File: config.mk
export PLATFORM = sky130hd
export DESIGN_NAME = tick_timer
export DESIGN_NICKNAME = d
export VERILOG_FILES = /design/src/rtl/tick_timer_pkg.sv /design/src/rtl/tick_timer_prescale.sv /design/src/rtl/tick_timer_count.sv /design/src/rtl/tick_timer.sv
export SDC_FILE = /design/constraint.sdc
export NUM_CORES = 1
export LEC_CHECK = 0
export ABC_AREA = 1
export BUFFER_PORTS_ARGS = -buffer_cell sky130_fd_sc_hd__buf_2
export CORE_MARGIN = 8
export CORE_UTILIZATION = 40
export DETAILED_ROUTE_END_ITERATION = 6
export PLACE_DENSITY_LB_ADDON = 0.15
export SLEW_MARGIN = 5
export SYNTH_ARGS = -nofsm -noshare
export SYNTH_HDL_FRONTEND = slang
export SYNTH_SLANG_ARGS = --single-unit
export TNS_END_PERCENT = 20
File: constraint.sdc
create_clock -name clk -period 2.43 [get_ports clk]
set_input_delay 0.1215 -clock clk [delete_from_list [all_inputs] [get_ports clk]]
set_output_delay 0.1215 -clock clk [all_outputs]
set_load 0.05 [all_outputs]
File: src/rtl/tick_timer_pkg.sv
package tick_timer_pkg;

    localparam int unsigned CTL_EN     = 0;
    localparam int unsigned CTL_RLD    = 1;
    localparam int unsigned CTL_FLG    = 2;
    localparam int unsigned CTL_IE     = 3;
    localparam int unsigned CTL_OVW    = 4;
    localparam int unsigned CTL_DBG    = 5;
    localparam int unsigned CTL_DOZE   = 6;
    localparam int unsigned CTL_PRE_LO = 8;
    localparam int unsigned PRE_BITS   = 4;
    localparam int unsigned CTL_W      = 16;
    localparam int unsigned OFS_W      = 3;

    localparam logic [OFS_W-1:0] OFS_CTRL = 3'd0;
    localparam logic [OFS_W-1:0] OFS_MOD  = 3'd2;
    localparam logic [OFS_W-1:0] OFS_CNT  = 3'd4;

    // Stored control fields (the flag lives apart: hardware sets it)
    typedef struct packed {
        logic [PRE_BITS-1:0] pre;
        logic                doze;
        logic                dbg;
        logic                ovw;
        logic                ie;
        logic                rld;
        logic                en;
    } ctrl_t;

    function automatic ctrl_t unpack_ctrl(input logic [CTL_W-1:0] w);
        ctrl_t c;
        c.pre  = w[CTL_PRE_LO +: PRE_BITS];
        c.doze = w[CTL_DOZE];
        c.dbg  = w[CTL_DBG];
        c.ovw  = w[CTL_OVW];
        c.ie   = w[CTL_IE];
        c.rld  = w[CTL_RLD];
        c.en   = w[CTL_EN];
        return c;
    endfunction

    function automatic logic [CTL_W-1:0] pack_ctrl(input ctrl_t c, input logic flg);
        logic [CTL_W-1:0] w;
        w = '0;
        w[CTL_PRE_LO +: PRE_BITS] = c.pre;
        w[CTL_DOZE] = c.doze;
        w[CTL_DBG]  = c.dbg;
        w[CTL_OVW]  = c.ovw;
        w[CTL_IE]   = c.ie;
        w[CTL_FLG]  = flg;
        w[CTL_RLD]  = c.rld;
        w[CTL_EN]   = c.en;
        return w;
    endfunction

endpackage

File: src/rtl/tick_timer_prescale.sv
module tick_timer_prescale #(
    parameter int unsigned PRE_W = 4
) (
    input  logic             clk,
    input  logic             rst_n,
    input  logic             run,
    input  logic             restart,
    input  logic [PRE_W-1:0] pre,
    output logic             tick
);
    // Phase counter wide enough for the longest period, 2^(2^PRE_W)
    localparam int unsigned DIV_W = 1 << PRE_W;

    logic [DIV_W-1:0] div_d, div_q;
    logic [DIV_W:0]   span;
    logic [DIV_W-1:0] term;

    always_comb begin
        span  = (DIV_W+1)'(2) << pre;               // 2^(pre+1) clocks per step
        term  = DIV_W'(span - (DIV_W+1)'(1));
        tick  = run && (div_q == term);
        div_d = div_q;
        if (restart) begin
            div_d = '0;
        end else if (run) begin
            div_d = tick ? '0 : div_q + 1'b1;
        end
    end

    always_ff @(posedge clk) begin
        if (!rst_n) begin
            div_q <= '0;
        end else begin
            div_q <= div_d;
        end
    end

endmodule

File: src/rtl/tick_timer_count.sv
module tick_timer_count #(
    parameter int unsigned CNT_W = 16
) (
    input  logic             clk,
    input  logic             rst_n,
    input  logic             step,
    input  logic             restart,
    input  logic [CNT_W-1:0] restart_val,
    input  logic             force_ld,
    input  logic [CNT_W-1:0] force_val,
    input  logic [CNT_W-1:0] reload_val,
    output logic [CNT_W-1:0] count,
    output logic             wrap
);
    logic [CNT_W-1:0] cnt_d, cnt_q;

    always_comb begin
        wrap  = step && (cnt_q == '0) && !restart && !force_ld;
        cnt_d = cnt_q;
        if (restart) begin
            cnt_d = restart_val;
        end else if (force_ld) begin
            cnt_d = force_val;
        end else if (step) begin
            cnt_d = (cnt_q == '0) ? reload_val : cnt_q - 1'b1;
        end
    end

    always_ff @(posedge clk) begin
        if (!rst_n) begin
            cnt_q <= '1;
        end else begin
            cnt_q <= cnt_d;
        end
    end

    assign count = cnt_q;

endmodule

File: src/rtl/tick_timer.sv
module tick_timer
    import tick_timer_pkg::*;
#(
    parameter int unsigned CNT_W = 16
) (
    input  logic             clk,
    input  logic             rst_n,
    input  logic             wr_en,
    input  logic [2:0]       reg_addr,
    input  logic [CNT_W-1:0] wr_data,
    output logic [CNT_W-1:0] rd_data,
    output logic             irq_o
);
    typedef struct packed {
        ctrl_t            ctrl;
        logic             flag;
        logic [CNT_W-1:0] modv;
    } regs_t;

    regs_t            regs_d, regs_q;
    ctrl_t            new_c, old_m, new_m;
    logic             ctrl_hit, mod_hit, irq_only, restart, force_ld, flag_clr;
    logic [CNT_W-1:0] restart_val, reload_val;
    logic [CNT_W-1:0] count;
    logic             step_tick, wrap_evt;

    // Signals exposed for the bound checker
    logic             flag_w, en_w, ie_w;
    logic [CTL_W-1:0] ctrl_img;

    always_comb begin
        regs_d   = regs_q;
        ctrl_hit = wr_en && (reg_addr == OFS_CTRL);
        mod_hit  = wr_en && (reg_addr == OFS_MOD);
        new_c    = unpack_ctrl(wr_data[CTL_W-1:0]);
        old_m    = regs_q.ctrl;
        old_m.ie = 1'b0;
        new_m    = new_c;
        new_m.ie = 1'b0;
        irq_only = (old_m == new_m);
        restart  = ctrl_hit && !irq_only;
        force_ld = mod_hit && regs_q.ctrl.ovw;

        restart_val = new_c.rld ? regs_q.modv : '1;
        reload_val  = regs_q.ctrl.rld ? regs_q.modv : '1;

        if (ctrl_hit) begin
            regs_d.ctrl = new_c;
        end
        if (mod_hit) begin
            regs_d.modv = wr_data;
        end
        flag_clr    = (ctrl_hit && wr_data[CTL_FLG]) || mod_hit;
        // A terminal-count event wins over a same-edge clear
        regs_d.flag = (regs_q.flag && !flag_clr) || wrap_evt;
    end

    always_ff @(posedge clk) begin
        if (!rst_n) begin
            regs_q <= '0;
        end else begin
            regs_q <= regs_d;
        end
    end

    tick_timer_prescale #(
        .PRE_W (PRE_BITS)
    ) u_pre (
        .clk     (clk),
        .rst_n   (rst_n),
        .run     (regs_q.ctrl.en),
        .restart (restart),
        .pre     (regs_q.ctrl.pre),
        .tick    (step_tick)
    );

    tick_timer_count #(
        .CNT_W (CNT_W)
    ) u_cnt (
        .clk         (clk),
        .rst_n       (rst_n),
        .step        (step_tick),
        .restart     (restart),
        .restart_val (restart_val),
        .force_ld    (force_ld),
        .force_val   (wr_data),
        .reload_val  (reload_val),
        .count       (count),
        .wrap        (wrap_evt)
    );

    always_comb begin
        case (reg_addr)
            OFS_CTRL: rd_data = CNT_W'(pack_ctrl(regs_q.ctrl, regs_q.flag));
            OFS_MOD:  rd_data = regs_q.modv;
            OFS_CNT:  rd_data = count;
            default:  rd_data = '0;
        endcase
    end

    assign irq_o    = regs_q.flag && regs_q.ctrl.ie;
    assign flag_w   = regs_q.flag;
    assign en_w     = regs_q.ctrl.en;
    assign ie_w     = regs_q.ctrl.ie;
    assign ctrl_img = pack_ctrl(regs_q.ctrl, 1'b0);

endmodule

# --- Word level (Yosys, flattened, before mapping) ---
# Cells that the tools add are included.
# W data, S select, Z words.
word_totals:
  ff_bits: 59
  in_bits: 22
  out_inout_bits: 17
  wordCells: 49
classes:
  add_sub_neg: 3
  eq_ne: 4
  shifts: 1
  n_mux: 8
  bitwise_logic: 1
  n_reduce_logical: 21
ops:
  columns: ["cell", "n"]
  rows:
  - ["$mux W16", 7]
  - ["$pmux W16 S3", 1]
  - ["$sub A16 B1 Y16 const B", 2]
  - ["$add A16 B1 Y16 const B", 1]
  - ["$eq A16 B16 Y1", 1]
  - ["$logic_not A16 Y1", 1]
  - ["$shl A2 B4 Y16 const A", 1]
  - ["$logic_and A1 B1 Y1", 11]
  - ["$eq A9 B9 Y1", 1]
  - ["$logic_not A1 Y1", 4]
  - ["$eq A3 B2 Y1 const B", 1]
  - ["$eq A3 B3 Y1 const B", 1]
  - ["$logic_not A3 Y1", 1]
  - ["$reduce_bool A3 Y1", 1]
  - ["$logic_or A1 B1 Y1", 2]
  - ["$reduce_or A2 Y1", 1]
  - ["$not A1 Y1", 1]

# --- Logic depth before layout (Yosys ltp) ---
# Gate-level depths: netlist of the first run.
logic_depth:
  ltp_word: 8
  depth_mapped: 17
  mapped_depth_nobuf: 15

# --- Hierarchy ---
# A second synthesis of the first run with hierarchy kept.
hier_totals:
  hier_cells: 841
  hier_area_um2: 4805.9
by_module_without_submodules:
  columns: ["module", "n_inst", "cells_per_inst", "area_each_um2", "seq_area_each_um2"]
  rows:
  - ["tick_timer_count", 1, 336, 1835.5, 320.3]
  - ["tick_timer", 1, 243, 1522.7, 540.5]
  - ["tick_timer_prescale", 1, 262, 1447.6, 320.3]

# --- Worst setup path after synthesis of the first run ---
# No wires, ideal clock.
synth_path:
  kind: "register to register"
  startpoint: "register regs_q[26], in the netlist ctrl_img[11]"
  endpoint: "register u_cnt.cnt_q[10], in the netlist u_cnt.count[10]"
  setup_time_ps: 134
  t_arrival_ps: 1970
  t_required_ps: 2296
  setup_slack_ps: 326
  stages_incl_launch_ff: 17
  path_buffers: 2
  period_less_slack_ps: 2104
  cell_sequence: "dfxtp_1 buf_4 nor2_4 nand2_1 ha_1 inv_1 nand2_1 nand3_1 nor2_1 nand2_1 nor2_1 nand2_1 nor2_2 nand2_4 buf_2 nand3_1 nand3_1"
synth_between:
  elab_chain_cells: 5
  elab_cells_between_ends: 9
  classes_between: "add/sub (1); eq/ne (2); shift (1); mux (1); reduce/logical (4)"
synth_rtl:
  columns: ["item", "line_no", "rtl"]
  rows:
  - ["start, declared", "tick_timer.sv:20", "regs_t regs_d, regs_q;"]
  - ["start signal, assigned", "tick_timer.sv:62", "regs_q <= regs_d;"]
  - ["$shl A2 B4 Y16", "tick_timer_prescale.sv:19", "span = (DIV_W+1)'(2) << pre;"]
  - ["$sub A16 B1 Y16", "tick_timer_prescale.sv:20", "term = DIV_W'(span - (DIV_W+1)'(1));"]
  - ["$eq A16 B16 Y1", "tick_timer_prescale.sv:21", "tick = run && (div_q == term);"]
  - ["$logic_and A1 B1 Y1", "tick_timer_prescale.sv:21", null]
  - ["$reduce_bool A3 Y1 (no source line)", null, null]
  - ["end signal, assigned", "tick_timer_count.sv:33", "cnt_q <= cnt_d;"]
  - ["end, declared", "tick_timer_count.sv:15", "logic [CNT_W-1:0] cnt_d, cnt_q;"]
# Several ways; a longest one is shown, not always the timed one.
# A chain may end at the register's enable or synchronous reset.

# --- Worst setup path in the final report of the first run ---
layout_path:
  startpoint: "register regs_q[24], in the netlist ctrl_img[9]"
  endpoint: "register u_cnt.cnt_q[7], in the netlist u_cnt.count[7]"
# Same word-level chain as after synthesis.

==> results by group, run 1 <==
Status
  – Status: completed

Cells and area
  – FF+latch area: 1180 sq um
  – Fin nets: 816
  – # fillers: 1,167
  – Diode count: 0
  – Layout Area Growth over Synthesis: 13.5%
  – Final Cell Area: approximately 4900 sq um
  – Area of the multi-input gates: 2680 sq um
  – Layout cells sized above 1: 12.3%

Clock network
  – # hold bufs at CTS: 0
  – TritonCTS buffer count: 9
  – Clock transition at path regs: around 70 ps
  – # resized after CTS: 0
  – Clock Latency Late Sink: approximately 360 ps
  – CTS Buffer Depth: 2
  – Post CTS Setup Buffer Count: 0
  – Clock root buffer: clkbuf_8
  – TritonCTS clock tree: built
  – Sink Count: 59
  – CTS H-tree lvls: 3

Critical path
  – CP max FO: 12
  – Critical path launch point type: flop
  – Crit path launch: ctrl_img[9]
  – CP Class: reg -> reg
  – Crit end category: flop
  – CP Data Arrival Time: 2430 ps
  – Reg-to-Reg Start: ctrl_img[9]
  – Required time worst endpoint: 2650 ps
  – Crit path to: u_cnt.count[7]
  – Register-to-register setup slack: roughly 220 ps
  – R2R depth: 15
  – R2R Path End: u_cnt.count[7]

Synth
  – Post-Syn Area: 4320 sq um
  – Post-synthesis sequential area ratio: 27.3%
  – Net Count, Synth: 775
  – Synth unique cells: 31
  – #FFs+latches synth: 59
  – Mapped Cells: ~750
  – Area share of the largest cell type after synthesis: a little over a quarter
  – Mean Syn Cell Area: 5.77 sq um
  – YS warnings: 0
  – Synth area leaders: dfxtp_1, nand2_1, nand3_1
  – Area leader, netlist: dfxtp_1

Die
  – Die Width: 120 um
  – Core area: 10,700 sq um
  – I/O Pins: 39
  – Total die area: 14,400 sq um
  – Row cnt: 38
  – Chip Height: 120 um
  – Initial Util: 40.4%

GRT
  – Initial antenna violation count: 0
  – Total congestion overflow: 0
  – Vias in the first global route: 4,713
  – First-pass GRT wire length: 24,800 um
  – Largest net degree at the start of global routing: 43
  – GRT Util Overall: 21.6%

STA
  – Pins Over Slew Limit: 0
  – Clk_skew: 9.84 ps
  – Final Critical Period: 2210 ps
  – Final Hold Vio Count: 0
  – Final setup TNS: 0 ps
  – RSZ-0062 raised after global routing: false
  – Setup violations, final: 0
  – Slew @ Worst Pin: 730 ps
  – Slew HR: 51.2%
  – Fin crit share: 91.1%
  – FMAX: about 450 MHz

Routing
  – Vias/cell: 5.41
  – Post-route ant nets: 0
  – Drt first pass iters: 5
  – DRC marker count from the first detailed-route iteration: 425
  – Vias: 5,054
  – Aggregate routed wire length: approximately 16,000 um
  – WL/cell: 16.6 um
  – # DRC: 0

Power
  – P_int: 1580 uW
  – Clock share of power: 39.8%
  – Switch share: a little under a third
  – Leakage: about 0.0024 uW
  – Register share of total power: 43.9%
  – Pwr dens: about 470 nW/um^2
  – Psw: 743 uW
  – Comb pwr share: 16.3%
  – Peak VDD IR: 300 uV

Placed design
  – Port bufs: 38
  – Dpl hpwl: 11,500 um
  – Placed cell areas: about 4700 sq um
  – Routability Congestion: about 0.97

Hold path
  – Hold path start: wr_data[14]
  – Worst Hold Class: in -> reg

Run
  – Max cap viols: 0
==> sequential cells by signal, indices dropped and copies added (netlist names) <==
register and flops:
flag_w 1, u_pre.div_q 16, regs_q 16, u_cnt.count 16, ie_w 1, en_w 1, ctrl_img 8
==> cell type report <==
| class | count | area share [%] |
|---|---|---|
| clock buffers | 10 | 2.60 |
| clock inverters | 6 | 1.33 |
| inverters | 92 | 7.04 |
| multi-input cells | 571 | 54.6 |
| flip-flops and latches | 59 | 24.1 |
| well taps | 140 | 3.57 |
| repair buffers | 57 | 6.78 |
==> critical path: stages (launching register included) <==
cell	delay [ps]
dfxtp_2	370
nor2_2	170
nand2_1	100
ha_1	300
inv_1	40
nand2_1	60
nand3_1	60
nor2_1	100
nand2_1	60
nor2_1	130
nand2_1	80
nor2_2	120
nand2_4	140
buf_4	200
nand3_1	70
nand3_1	80
==> cell families after synthesis <==
| family | after synthesis | share of synthesized area [%] |
|---|---|---|
| adders and majority gates | 4 | 1.16 |
| and+or+nand+nor | 453 | 44.8 |
| AOI/OAI and AO/OA | 98 | 12.6 |
| DFF | 59 | 27.3 |
| buffers and inverters | 119 | 10.9 |
| xor gates and xnor gates | 16 | 3.24 |
==> worst min path at each step <==
stage,cells past startpoint,to,slack (ps)
6_report,3,regs_q[14],30
5_1_grt,3,regs_q[14],40
4_1_cts,3,regs_q[14],20
3_5_place_dp,3,regs_q[14],380
3_3_place_gp,3,regs_q[14],370
2_1_floorplan,2,regs_q[10],260
==> Yosys cell counts <==
cell type    n
nand2_1    230
nand3_1    101
nor2_1      84
inv_1       81
dfxtp_1     59
o21ai_0     49
a21oi_1     27
clkbuf_1    16
xor2_1      13
nand4_1     11
o221ai_1    11
inv_2       10
nor2_2       7
nor3_1       7
buf_2        6
o22ai_1      5
buf_4        4
ha_1         4
nand2_4      3
o211ai_1     3
o21ai_1      3
xnor2_1      3
nand2_2      2
nor4_1       2
or2_0        2
buf_1        1
clkinv_1     1
nand3b_1     1
nor2_4       1
nor3_2       1
or2_2        1
==> power by group through the flow <==
stage	clock network, uW	logic (uW)	registers [uW]
floorplan	0	264	1030
global placement	0	372	1040
detailed placement	0	374	1040
CTS	938	376	1020
global route	977	419	1030
finish	926	380	1020
==> metrics by stage <==
stage	total power [uW]	hold slack (ps)	setup slack, ps	std cells	util (%)
floorplan	1300	256	326	749	-
global placement	1410	372	224	919	44.0
detailed placement	1420	377	178	919	44.0
CTS	2330	23.0	167	935	45.8
global route	2420	44.2	12.8	935	45.9
finish	2330	33.0	215	935	45.9
==> per-layer routing <==
metal / global-route usage, % / part of all wire, % / vias up
met5: 0 / 0 / -
met2: 31.6 / 41 / 219
met4: 6.87 / 1.3 / 0
met1: 30.1 / 47 / 2310
met3: 5.73 / 9.8 / 21
li1: - / - / 2504
==> cell usage in the layout, fill, tap and decap left out, types with 2 or more instances in the layout <==
master and count:
or2_0 2, nor2_1 84, nor4_1 2, nor3_1 7
xor2_1 13, nand4_1 11, nand2_4 4, o211ai_1 3
dfxtp_1 58, o21ai_0 49, xnor2_1 3, nand3_1 101
o221ai_1 11, inv_1 81, o22ai_1 5, clkinv_2 2
clkbuf_8 9, inv_2 10, buf_4 19, nand2_1 230
o21ai_1 3, ha_1 4, buf_2 38, nor2_2 7
a21oi_1 27
Note: power is estimated with default switching activity, not from simulation.
==> run 2: changes to the inputs <==
--- a/config.mk
+++ b/config.mk
@@ -5,11 +5,10 @@
 export SDC_FILE = /design/constraint.sdc
 export NUM_CORES = 1
 export LEC_CHECK = 0
-export ABC_AREA = 1
-export BUFFER_PORTS_ARGS = -buffer_cell sky130_fd_sc_hd__buf_2
 export CORE_MARGIN = 8
 export CORE_UTILIZATION = 40
 export DETAILED_ROUTE_END_ITERATION = 6
+export DONT_BUFFER_PORTS = 1
 export PLACE_DENSITY_LB_ADDON = 0.15
 export SLEW_MARGIN = 5
 export SYNTH_ARGS = -nofsm -noshare
==> results by group, run 2 <==
Status
  – Status: finished with violations
  – Violated checks: negative hold slack, negative setup slack

STA
  – Fin crit share: 108% (+17 points)
  – Slew @ Worst Pin: 824 ps (+94.1 ps)
  – Clk_skew: 15.5 ps (+5.62 ps)
  – WHS: -151 ps (-184 ps)
  – Setup violations, final: 32 (+32)
  – Pins Over Slew Limit: 0 (unchanged)
  – FMAX: 380 MHz (-16%)
  – Final Critical Period: 2630 ps (+414 ps)
  – Final Hold Vio Count: 15 (+15)
  – Post-route worst setup slack: -199 ps (-414 ps)
  – RSZ-0062 raised after global routing: true
  – Slew HR: 44.9% (-6.3 points)

Cells and area
  – Commonest non-fill, non-tap cells in the layout: nand2_1, buf_4, nor2_1
  – Layout cells sized above 1: 18.3% (+6.0 points)
  – Layout Area Growth over Synthesis: 24.0%
  – Most common cell after layout, fill and taps aside: nand2_1
  – Fin nets: 672 (-18%)
  – # fillers: 1,018 (-13%)
  – Diode count: 0 (unchanged)

Critical path
  – Crit path buf inv count: 0 (-2)
  – Register-to-register setup slack: -200 ps (-410 ps)
  – Critical path launch point type: flop
  – Reg-to-Reg Start: ctrl_img[11]
  – CP max FO: 4 (-8)
  – R2R depth: 10 (-5)
  – CP Data Arrival Time: 2850 ps (+420 ps)
  – CP Class: reg -> reg
  – Crit end category: flop
  – CP peak stage delay: 490 ps (+120 ps)
  – R2R Path End: u_cnt.count[14]
  – Slowest CP cell: or4b_4
  – CP Cell Sequence: nor3_4, nand2b_1, ha_2, or4b_4, o22ai_2, a31oi_1, a221oi_2, and4_4, nor2_4, a221o_1
  – Required time worst endpoint: 2650 ps (about the same)
  – Delay-heaviest family, CP: simple AND/OR/NAND/NOR gates

GRT
  – Total congestion overflow: 0 (unchanged)
  – GRT Util Overall: 21.0% (-0.59 points)
  – First-pass GRT wire length: 24,000 um (-2.9%)
  – Vias in the first global route: 4,396 (-6.7%)
  – Initial antenna violation count: 0 (unchanged)
  – Largest net degree at the start of global routing: 28 (-35%)

Die
  – Initial Util: 41.0% (+0.57 points)
  – Row cnt: 37 (-2.6%)
  – Chip Height: 119 um (-1.1%)
  – Core area: 10,300 sq um (-3.9%)
  – I/O Pins: 39 (unchanged)
  – Die Width: 119 um (-1.1%)
  – Total die area: 14,100 sq um (-2.2%)

Synth
  – Net Count, Synth: 619 (-20%)
  – Xor/xnor share of the synthesized area: 6.44% (+3.2 points)
  – Largest family of logic cells by synthesized area: simple AND/OR/NAND/NOR gates
  – #FFs+latches synth: 59 (unchanged)
  – Mux contribution to synthesized area: 2.85% (+2.9 points)
  – Most common cell in the netlist: nand2_1
  – Post-Syn Area: 4210 sq um (-2.6%)
  – Synth area leaders: dfxtp_1, nand2_1, a21oi_1
  – Number of synthesized flops with an enable pin: 0 (unchanged)
  – Synth cell count leaders: nand2_1, nor2_1, a21oi_1, dfxtp_1, clkbuf_1
  – Synth unique cells: 71 (+130%)
  – Area leader, netlist: dfxtp_1
  – Area share of the largest cell type after synthesis: 28.0% (+0.72 points)
  – Synth Area in Simple Gates: 29.2% (-16 points)
  – Synth Flop Type: dfxtp_1
  – Mapped Cells: 593 (-21%)
  – Mean Syn Cell Area: 7.10 sq um (+23%)
  – Synth Area in Adders: 1.19% (+0.031 points)
  – YS warnings: 0 (unchanged)
  – Ys async rst share: 0% (unchanged)
  – Post-synthesis sequential area ratio: 28.0% (+0.72 points)
  – Synth Area in Compound Gates: 25.0% (+12 points)

Placed design
  – Routability Congestion: 0.938 (-2.8%)
  – Pre-CTS setup slack: -261 ps (-438 ps)
  – Dpl hpwl: 10,900 um (-4.7%)
  – Port bufs: 0 (-100%)

Clock network
  – Clock transition at path regs: 90 ps (+20 ps)
  – Clock root buffer: clkbuf_8
  – TritonCTS buffer count: 9 (unchanged)
  – Post CTS Setup Buffer Count: 0 (unchanged)
  – Clock Latency Late Sink: 340 ps (-20 ps)
  – CTS Buffer Depth: 2 (unchanged)
  – Sink Count: 59 (unchanged)
  – CTS H-tree lvls: 3 (unchanged)
  – # hold bufs at CTS: 18 (+18)
  – TritonCTS clock tree: built

Routing
  – Vias/cell: 5.88 (+8.7%)
  – Post-route ant nets: 0 (unchanged)
  – Aggregate routed wire length: 15,100 um (-2.9%)
  – # DRC: 0 (unchanged)
  – DRC marker count from the first detailed-route iteration: 525 (+24%)
  – WL/cell: 19.2 um (+15%)
  – Drt first pass iters: 6 (+1)
  – Vias: 4,624 (-8.5%)

Hold path
  – Worst Hold Path EP: u_cnt.count[5]
  – Hold path start: rst_n
  – Worst Hold Class: in -> reg
  – Worst hold path depth: 1 (-2)

Power
  – Leakage: 0.00201 uW (-16%)
  – Peak VDD IR: 316 uV (+5.3%)
  – Pwr dens: 439 nW/um^2 (-7.5%)

Run
  – Max cap viols: 0 (unchanged)
==> run 2: cell types whose count changed in the layout (fill, tap and decap cells not counted), moves of 36 or more <==
cell     change
nand2_1    -127
buf_2       -38
nand3_1     -83
buf_4       +51
a21oi_1     +36
inv_1       -66
==> run 2: where the power goes <==
| group | switching [uW] | internal [uW] | leakage (uW) |
|---|---|---|---|
| sequential | 22.6 | 986 | 0.000478 |
| combinational | 204 | 150 | 0.00143 |
| clock | 450 | 479 | 0.0000958 |
==> run 2: metal layers <==
layer  part of all wire, %  wire length, um  GRT usage [%]  vias up
met4                   2.2              325           6.96        0
met3                   8.2             1240           4.71       30
met5                     0                0              0        -
met1                    47             7140           29.4     2166
li1                      -                -              -     2209
met2                    42             6400           31.1      219
==> run 2: what timing repair did <==
action | in CTS | in global routing
resized for setup | 9 | 3
hold endpoints to repair | 42 | 15
cloned | 0 | 0
setup endpoints to repair | 32 | 32
pin swaps | 1 | 4
==> run 2: kinds of logic (layout without fill, tap and decap cells) <==
kind of cell | count (synthesis) | count (layout)
and+or+nand+nor | 257 | 257
buffers and inverters | 66 | 124
muxes | 12 | 12
adders and majority gates | 4 | 4
DFF | 59 | 59
xor gates and xnor gates | 31 | 31
AOI/OAI and AO/OA | 164 | 164
==> run 2: worst max path at each step <==
| stage | startpoint | endpoint | slack, ps | depth (start not counted) |
|---|---|---|---|---|
| 2_1_floorplan | ctrl_img[11] | u_cnt.count[14] | -240 | 12 |
| 3_3_place_gp | ctrl_img[11] | u_cnt.count[7] | -230 | 11 |
| 3_5_place_dp | ctrl_img[11] | u_cnt.count[13] | -260 | 11 |
| 4_1_cts | ctrl_img[11] | u_cnt.count[14] | -160 | 10 |
| 5_1_grt | ctrl_img[11] | u_cnt.count[14] | -330 | 10 |
| 6_report | ctrl_img[11] | u_cnt.count[14] | -200 | 10 |
==> run 2: layout make-up <==
cell class,instances,area (sq um),area share [%]
timing repair buffer,93,792,15.2
clock buffer,9,124,2.37
multi-input combinational,468,2820,54.0
clock inverter,7,76.3,1.46
sequential,59,1180,22.6
inverter,15,56.3,1.08
tap,136,170,3.26
==> run 2: per-stage QoR <==
step                total power (uW)  utilization [%]  cell area, sq um  instances  setup TNS, ps
floorplan                       1260                -              4280        593          -3790
global placement                1350             46.8              4810        753          -3070
detailed placement              1350             46.8              4810        753          -4000
CTS                             2290             50.7              5210        787          -2110
global route                    2370             50.8              5230        787          -7650
finish                          2290             50.8              5230        787          -2550
==> run 3: changes to the inputs <==
--- a/config.mk
+++ b/config.mk
@@ -5,12 +5,11 @@
 export SDC_FILE = /design/constraint.sdc
 export NUM_CORES = 1
 export LEC_CHECK = 0
-export CORE_MARGIN = 8
-export CORE_UTILIZATION = 40
+export CORE_UTILIZATION = 25
 export DETAILED_ROUTE_END_ITERATION = 6
 export DONT_BUFFER_PORTS = 1
 export PLACE_DENSITY_LB_ADDON = 0.15
-export SLEW_MARGIN = 5
+export SLEW_MARGIN = 20
 export SYNTH_ARGS = -nofsm -noshare
 export SYNTH_HDL_FRONTEND = slang
 export SYNTH_SLANG_ARGS = --single-unit
==> results by group, run 3 (synthesis gave the netlist of run 2 again) <==
STA
  – Final setup TNS: -3200 ps (-650 ps)
  – Post-route worst setup slack: -211 ps (-12.2 ps)
  – Slew @ Worst Pin: 848 ps (+23.9 ps)
  – Final Critical Period: 2640 ps (+12.2 ps)
  – Slew HR: 43.3% (-1.6 points)
  – Clk_skew: 13.4 ps (-2.11 ps)
  – Pins Over Slew Limit: 0 (unchanged)
  – Fin crit share: 109% (+0.50 points)
  – FMAX: 379 MHz (-0.46%)
  – Setup violations, final: 32 (unchanged)
  – Final Hold Vio Count: 0 (-15)
  – RSZ-0062 raised after global routing: true

Status
  – Status: finished with violations
  – Violated checks: negative setup slack

Critical path
  – Reg-to-Reg Start: ctrl_img[11]
  – R2R depth: 11 (+1)
  – Slowest CP cell: or4b_4
  – Critical path launch point type: flop
  – Required time worst endpoint: 2660 ps (about the same)
  – Register-to-register setup slack: -210 ps (about the same)
  – CP max FO: 6 (+2)
  – Crit end category: flop
  – Delay-heaviest family, CP: simple AND/OR/NAND/NOR gates
  – R2R Path End: u_cnt.count[14]
  – CP Cell Sequence: nor3_4, nand2_1, ha_2, or4b_4, o22ai_2, a31oi_1, a221oi_2, and4_1, buf_6, nor2_4, a221o_1
  – CP Data Arrival Time: 2870 ps (+20 ps)
  – Crit path buf inv count: 1 (+1)
  – CP peak stage delay: 480 ps (about the same)
  – CP Class: reg -> reg

Clock network
  – Clock Latency Late Sink: 350 ps (about the same)
  – TritonCTS buffer count: 9 (unchanged)
  – CTS H-tree lvls: 3 (unchanged)
  – Sink Count: 59 (unchanged)
  – Clock root buffer: clkbuf_16
  – CTS Buffer Depth: 2 (unchanged)
  – TritonCTS clock tree: built
  – Clock transition at path regs: 60 ps (-30 ps)

Die
  – Initial Util: 25.5% (-15 points)
  – Chip Height: 132 um (+11%)
  – Total die area: 17,400 sq um (+23%)
  – I/O Pins: 39 (unchanged)
  – Die Width: 132 um (+11%)
  – Core area: 16,500 sq um (+61%)
  – Row cnt: 47 (+27%)

Routing
  – Drt first pass iters: 6 (unchanged)
  – Aggregate routed wire length: 16,400 um (+8.4%)
  – Vias: 4,631 (+0.15%)
  – # DRC: 0 (unchanged)
  – WL/cell: 18.8 um (-1.8%)
  – DRC marker count from the first detailed-route iteration: 446 (-15%)
  – Vias/cell: 5.33 (-9.3%)
  – Post-route ant nets: 0 (unchanged)

Placed design
  – Dpl hpwl: 11,300 um (+3.6%)
  – Routability Congestion: 0.865 (-7.8%)
  – Placed cell areas: 4870 sq um (+1.4%)
  – Port bufs: 0 (unchanged)

GRT
  – Initial antenna violation count: 0 (unchanged)
  – GRT Util Overall: 19.3% (-1.7 points)
  – First-pass GRT wire length: 25,600 um (+6.6%)
  – Vias in the first global route: 4,403 (+0.16%)
  – Total congestion overflow: 0 (unchanged)
  – Largest net degree at the start of global routing: 28 (unchanged)

Cells and area
  – Post-layout util: 32.9% (-18 points)
  – Fin nets: 670 (-0.30%)
  – # fillers: 1,770 (+74%)
  – Commonest non-fill, non-tap cells in the layout: nand2_1, nor2_1, a21oi_1
  – Layout Area Growth over Synthesis: 29.2%
  – Layout cells sized above 1: 17.7% (-0.56 points)
  – Final Cell Area: 5440 sq um (+4.2%)
  – Diode count: 0 (unchanged)
  – Most common cell after layout, fill and taps aside: nand2_1

Hold path
  – Worst hold path depth: 3 (+2)
  – Worst Hold Path EP: u_pre.div_q[15]
  – Hold path start: rst_n
  – Worst Hold Class: in -> reg

Run
  – Max cap viols: 0 (unchanged)

Power
  – Leakage: 0.00206 uW (+2.5%)
  – Pwr dens: 493 nW/um^2 (+12%)
  – Peak VDD IR: 330 uV (+4.4%)
-- run 3: metrics by stage --
stage                     hold slack (ps)  cells  worst slack [ps]  total power, uW
after floorplan                       257    593              -240             1260
after global placement                194    830              -247             1350
after detailed placement              196    830              -294             1350
after CTS                            60.7    868              -252             2710
after global routing                 76.5    869              -337             2790
final                                70.2    869              -211             2680
-- run 3: worst max path at each step --
stage | end | cells past startpoint | start | slack, ps
floorplan | u_cnt.count[14] | 12 | ctrl_img[11] | -240
global placement | u_cnt.count[14] | 11 | ctrl_img[11] | -250
detailed placement | u_cnt.count[14] | 11 | ctrl_img[11] | -290
CTS | u_cnt.count[14] | 11 | ctrl_img[10] | -250
global route | u_cnt.count[14] | 11 | ctrl_img[11] | -340
finish | u_cnt.count[14] | 11 | ctrl_img[11] | -210
-- run 3: worst min-delay path, stage by stage --
cell and delay (ps):
nand3_4 70, buf_12 130, nor2_1 40
-- run 3: routing by layer --
layer / part of all wire, % / GRT usage [%] / routed length [um] / up-vias
li1: - / - / - / 2214
met1: 44 / 24.3 / 7210 / 2231
met2: 48 / 32.8 / 7900 / 157
met3: 4.9 / 3.42 / 794 / 29
met4: 2.8 / 7.62 / 458 / 0
met5: 0 / 0 / 0 / -
-- run 3: layout make-up --
class	instances	area [sq um]	area share [%]
Multi-Input combinational cell	468	2830	52.0
Clock inverter	5	52.6	0.966
Tap cell	220	275	5.06
Inverter	15	56.3	1.03
Timing Repair Buffer	91	798	14.7
Sequential cell	59	1180	21.8
Clock buffer	11	243	4.46
-- run 3: where the power goes --
part | internal [uW] | switching (uW) | total [uW]
sequential | 988 | 25.4 | 1010
combinational | 151 | 209 | 360
clock | 816 | 492 | 1310
total | 1960 | 726 | 2680
-- run 3: repair_timing --
action	4_1_cts	5_1_grt
setup endpoints to repair	32	32
endpoints found under the hold margin	42	0
pin swaps	16	8
resized for setup	7	8
hold buffers	20	0
buffers inserted	2	1
